`src/rtl/i2c_line_pkg.sv`:
```
package i2c_line_pkg;

    // Register view; field order is the bit order software sees (MSB first).
    typedef struct packed {
        logic en;      // [7] controller enable
        logic irst;    // [6] internal reset
        logic xclk;    // [5] extra SCL pulse request / busy
        logic key;     // [4] write key for the manual line bits
        logic scl_o;   // [3] SCL output control (0 = drive low)
        logic sda_o;   // [2] SDA output control (0 = drive low)
        logic scl_m;   // [1] SCL wire monitor
        logic sda_m;   // [0] SDA wire monitor
    } ctl_view_t;

    typedef enum logic [1:0] {
        XC_IDLE = 2'd0,
        XC_LOW  = 2'd1,
        XC_HIGH = 2'd2
    } xclk_phase_t;

    typedef struct packed {
        logic full;
        logic internal;
        logic bitcnt;
    } rst_req_t;

    function automatic rst_req_t decode_rst(input logic en, input logic irst);
        rst_req_t r;
        r.full     = irst & ~en;
        r.internal = irst & en;
        r.bitcnt   = irst;
        return r;
    endfunction

endpackage

```
`src/rtl/i2c_line_sync.sv`:
```
module i2c_line_sync #(
    parameter int STAGES = 2,
    parameter int WIDTH  = 2
) (
    input  logic             clk,
    input  logic             rst,
    input  logic [WIDTH-1:0] d,
    output logic [WIDTH-1:0] q
);
    // STAGES must be at least 2. Reset value 1 matches an idle pulled-up bus.
    logic [STAGES-1:0][WIDTH-1:0] chain;

    always_ff @(posedge clk) begin
        if (rst) begin
            chain <= '1;
        end else begin
            chain <= {chain[STAGES-2:0], d};
        end
    end

    assign q = chain[STAGES-1];
endmodule

```
`src/rtl/i2c_line_xclk.sv`:
```
module i2c_line_xclk
    import i2c_line_pkg::*;
#(
    parameter int HALF_CYCLES = 4
) (
    input  logic clk,
    input  logic rst,
    input  logic clr,
    input  logic start,
    output logic busy,
    output logic drive_low
);
    localparam int              CW     = $clog2(HALF_CYCLES + 1);
    localparam logic [CW-1:0]   RELOAD = CW'(HALF_CYCLES - 1);

    xclk_phase_t   phase;
    logic [CW-1:0] cnt;

    always_ff @(posedge clk) begin
        if (rst || clr) begin
            phase <= XC_IDLE;
            cnt   <= '0;
        end else begin
            unique case (phase)
                XC_IDLE: begin
                    if (start) begin
                        phase <= XC_LOW;
                        cnt   <= RELOAD;
                    end
                end
                XC_LOW: begin
                    if (cnt == '0) begin
                        phase <= XC_HIGH;
                        cnt   <= RELOAD;
                    end else begin
                        cnt <= cnt - 1'b1;
                    end
                end
                XC_HIGH: begin
                    if (cnt == '0) begin
                        phase <= XC_IDLE;
                    end else begin
                        cnt <= cnt - 1'b1;
                    end
                end
                default: begin
                    phase <= XC_IDLE;
                    cnt   <= '0;
                end
            endcase
        end
    end

    assign busy      = (phase != XC_IDLE);
    assign drive_low = (phase == XC_LOW);
endmodule

```
`src/rtl/i2c_line_ctl.sv`:
```
module i2c_line_ctl
    import i2c_line_pkg::*;
#(
    parameter int HALF_CYCLES = 4,
    parameter int SYNC_STAGES = 2
) (
    input  logic       clk,
    input  logic       rst,
    input  logic       reg_sel,
    input  logic       reg_wr,
    input  logic [7:0] reg_wdata,
    output logic [7:0] reg_rdata,
    input  logic       scl_in,
    input  logic       sda_in,
    output logic       scl_oe,
    output logic       sda_oe,
    output logic       full_rst,
    output logic       core_rst,
    output logic       bitcnt_clr
);
    ctl_view_t wv;
    ctl_view_t rv;
    rst_req_t  rq;
    logic      wr_hit;
    logic      en_q, irst_q, scl_q, sda_q;
    logic      irst_nxt;
    logic      xc_start, xc_busy, xc_low;
    logic [1:0] mon;
    logic       unused_wr_mon;

    assign wr_hit        = reg_sel & reg_wr;
    assign wv            = ctl_view_t'(reg_wdata);
    assign unused_wr_mon = wv.scl_m ^ wv.sda_m;

    // Internal reset takes effect on the latches in the same edge it is written.
    assign irst_nxt = wr_hit ? wv.irst : irst_q;

    always_ff @(posedge clk) begin
        if (rst) begin
            en_q   <= 1'b0;
            irst_q <= 1'b0;
            scl_q  <= 1'b1;
            sda_q  <= 1'b1;
        end else begin
            if (wr_hit) begin
                en_q   <= wv.en;
                irst_q <= wv.irst;
            end
            if (irst_nxt) begin
                scl_q <= 1'b1;
                sda_q <= 1'b1;
            end else if (wr_hit && !wv.key) begin
                scl_q <= wv.scl_o;
                sda_q <= wv.sda_o;
            end
        end
    end

    assign xc_start = wr_hit & wv.xclk & ~irst_nxt;

    i2c_line_xclk #(
        .HALF_CYCLES(HALF_CYCLES)
    ) u_xclk (
        .clk      (clk),
        .rst      (rst),
        .clr      (irst_q),
        .start    (xc_start),
        .busy     (xc_busy),
        .drive_low(xc_low)
    );

    i2c_line_sync #(
        .STAGES(SYNC_STAGES),
        .WIDTH (2)
    ) u_sync (
        .clk(clk),
        .rst(rst),
        .d  ({scl_in, sda_in}),
        .q  (mon)
    );

    always_comb begin
        rv.en    = en_q;
        rv.irst  = irst_q;
        rv.xclk  = xc_busy;
        rv.key   = 1'b1;
        rv.scl_o = scl_q;
        rv.sda_o = sda_q;
        rv.scl_m = mon[1];
        rv.sda_m = mon[0];
    end

    assign reg_rdata = rv;

    assign scl_oe = en_q & (~scl_q | xc_low);
    assign sda_oe = en_q & ~sda_q;

    assign rq         = decode_rst(en_q, irst_q);
    assign full_rst   = rq.full;
    assign core_rst   = rq.internal;
    assign bitcnt_clr = rq.bitcnt;
endmodule

```
`config.mk`:
```
export PLATFORM = sky130hd
export DESIGN_NAME = i2c_line_ctl
export DESIGN_NICKNAME = d
export VERILOG_FILES = /design/src/rtl/i2c_line_pkg.sv /design/src/rtl/i2c_line_sync.sv /design/src/rtl/i2c_line_xclk.sv /design/src/rtl/i2c_line_ctl.sv
export SDC_FILE = /design/constraint.sdc
export NUM_CORES = 1
export LEC_CHECK = 0
export ABC_AREA = 1
export BUFFER_PORTS_ARGS = -buffer_cell sky130_fd_sc_hd__buf_2
export CAP_MARGIN = 15
export CORE_UTILIZATION = 45
export CTS_CLUSTER_DIAMETER = 120
export DETAILED_ROUTE_END_ITERATION = 8
export PLACE_DENSITY = 0.76
export SYNTH_ARGS = -nofsm -noshare
export SYNTH_HDL_FRONTEND = slang
export SYNTH_SLANG_ARGS = --single-unit
```
`constraint.sdc`:
```
create_clock -name clk -period 1.4 [get_ports clk]
set_clock_uncertainty 0.1 [all_clocks]
set_input_delay 0.14 -clock clk [delete_from_list [all_inputs] [get_ports clk]]
set_output_delay 0.14 -clock clk [all_outputs]
set_load 0.01 [all_outputs]
```
==> metrics.md <==
| Metric | Value |
|---|---|
| Clk buf depth | `2` |
| CTS tree | `built` |
| Area delta synth->final | `22.3%` |
| # DRC | `0` |
| Vias/cell | `4.43` |
| Layout cells sized above 1 | `0.353` |
| Largest net degree at the start of global routing | `9` |
| Synthesis-stage register bit count | `13` |
| Initial Util | `0.499` |
| Synth Instances | `97` |
| Post-placement cell count | `127` |
| Starting DRC count in detailed routing | `1` |
| Sw Share | `0.333` |
| Placed Instance Area | `747 um2` |
| Sequential fraction of the synthesis area | `0.387` |
| Worst hold path class | `in -> reg` |
| Maximum vdd drop | `approximately 0.00062 V` |
| Pre-CTS setup slack | `0.0639 ns` |
| Grt ovf | `0` |
| Final #Nets | `136` |
| Syn Std Cell Area | `673 um2` |
| Antenna diodes | `0` |
| CP max FO | `4` |
| Minimum clock period | `1.34 ns` |
| Core area | `0.00135 mm2` |
| Row Count | `13` |
| Crit. End Element | `primary output` |
| Die span in y | `40.7 um` |
| MaxCap Viol Count | `0` |
| Cell-internal power | `approximately 600 uW` |
| Clk pwr share | `0.255` |
| Netlist cell types | `19` |
| Setup TNS | `0 ns` |
| DRT Pass-1 Iters | `4` |
| CTS H-tree lvls | `1` |
| Final ANT Viol Nets | `0` |
| CP Launch Type | `register` |
| Part of the power in registers | `0.461` |
| Port Buf Inserts | `23` |
| Avg Inst Size Synth | `6.94 um2` |
| Endpoints failing setup | `0` |
| Final hold slack | `0.0290 ns` |
| Avg WL per Cell | `8.94 um` |
| Die W | `40.7 um` |
| Vias | `593` |
| CTS Buf Count | `3` |
| # fillers | `between 100 and 150` |
| Mapped Nets | `113` |
| Initial antenna violation count | `0` |
| Leak | `roughly 0.43 nW` |
| CP arrival | `1.10 ns` |
| # IOs | `27` |
| Layout Cells excl Fill | `134` |
| GRT Total Usage | `0.171` |
| Final hold vios | `0` |
| Detailed placement HPWL | `936 um` |
| Pwr Density | `1110 mW/mm2` |
| Final core utilization | `0.610` |
| RSZ-0062 raised after global routing | `true` |
| Skew-Pair Late Insertion Delay | `roughly 0.28 ns` |
| Final Cell Area | `823 um2` |
| Clock Sink Count | `13` |
| Synth warn | `0` |
| Worst hold path depth | `3` |
| Psw | `304 uW` |
| Tcrit/Tclk final | `0.956` |
| Reg clk slew, reported paths | `0.08 ns` |
| Max Slew Vio Count | `0` |
| First-pass GRT wire length | `around 1800 um` |
| Max Fclk | `roughly 750 MHz` |
| Detailed Route WL | `approximately 1200 um` |
| Final worst setup slack | `0.0619 ns` |
| Vias in the first global route | `approximately 450` |
| Clk root buf | `clkbuf_4` |
| Total power | `around 910 uW` |
| Logic pwr share | `0.284` |
| Setup Crit Path Kind | `reg -> out` |
| Status | `complete, no violations` |
| R2R depth | `9` |
| Routability congestion estimate | `0.813` |
| CP Data Required Time | `about 1.2 ns` |
| Die ar. | `0.00165 mm2` |
==> cell usage in the layout, fill, tap and decap left out <==
cell,instances
a211oi_1,1
a21boi_0,1
a21oi_1,3
a21oi_2,2
buf_2,23
clkbuf_1,1
clkbuf_4,3
conb_1,1
dfxtp_1,11
dfxtp_2,1
dfxtp_4,1
dlygate4sd3_1,3
ha_1,2
inv_1,16
inv_2,2
nand2_1,18
nand2_2,3
nand3_1,4
nand4_1,1
nor2_1,11
nor2_2,3
o211ai_1,2
o21ai_0,1
or2_1,1
or2_2,4
==> sequential cells by signal, indices dropped and copies added, names as in the netlist <==
name,count
u_xclk.cnt,3
u_sync.q,2
bitcnt_clr,1
sda_q,1
u_sync.chain,2
en_q,1
u_xclk.phase,2
scl_q,1
==> power groups by stage <==
stage / registers (mW) / clock network [mW] / logic (mW)
after floorplan: 0.427 / 0 / 0.188
after global placement: 0.428 / 0 / 0.225
after detailed placement: 0.428 / 0 / 0.240
after CTS: 0.420 / 0.241 / 0.247
after global routing: 0.427 / 0.259 / 0.299
final: 0.421 / 0.233 / 0.259
==> area by class of cell <==
cell class | instances | area [um2] | share of cell area
Tap cell | 15 | 18.8 | 0.0228
Multi-Input combinational cell | 58 | 300 | 0.365
Inverter | 18 | 67.6 | 0.0821
Clock buffer | 4 | 26.3 | 0.0319
Sequential cell | 13 | 265 | 0.322
Timing Repair Buffer | 26 | 145 | 0.176
==> worst paths after layout <==
check	start	endpoint	slack (ns)
max reg2reg	u_xclk.cnt[0]	u_xclk.cnt[1]	0.12
min	reg_wdata[5]	u_xclk.phase[0]	0.03
max	u_xclk.phase[0]	scl_oe	0.06
min reg2reg	u_sync.chain[1]	u_sync.q[1]	0.31
==> repair_timing <==
action | CTS | global route
hold buffers | 3 | 0
buffers inserted | 0 | 0
hold endpoints to repair | 3 | 0
endpoints found under the setup margin | 1 | 5
gates resized for setup | 1 | 8
pin swaps | 0 | 1
==> cells by family after synthesis <==
| logic type | Yosys count | synth area share |
|---|---|---|
| other cells | 1 | 0.00557 |
| simple gates | 45 | 0.292 |
| fa+ha+maj | 2 | 0.0372 |
| flops | 13 | 0.387 |
| buf+inv | 26 | 0.190 |
| compound gates | 10 | 0.0892 |
==> layer usage <==
| layer | up-vias | routed length [um] | track usage |
|---|---|---|---|
| li1 | 330 | - | - |
| met1 | 240 | 555 | 0.189 |
| met2 | 21 | 548 | 0.302 |
| met3 | 2 | 81 | 0.0652 |
| met4 | 0 | 13 | 0.0500 |
| met5 | - | 0 | 0 |
==> Yosys cell counts, drive strengths merged <==
master / n / area share
conb: 1 / 0.0056
o21ai: 1 / 0.0074
nor2: 14 / 0.085
a21boi: 1 / 0.011
dfxtp: 13 / 0.39
nand3: 4 / 0.030
a211oi: 1 / 0.011
nand4: 1 / 0.0093
inv: 18 / 0.10
buf: 8 / 0.089
ha: 2 / 0.037
or2: 5 / 0.046
o211ai: 2 / 0.022
a21oi: 5 / 0.037
nand2: 21 / 0.12
==> critical path, cell delays in order, from the launching register on <==
cell	delay, ns
dfxtp_4	0.37
inv_1	0.05
nor2_2	0.09
inv_1	0.07
a21oi_2	0.10
buf_2	0.13
(Power assumes the default switching activity.)
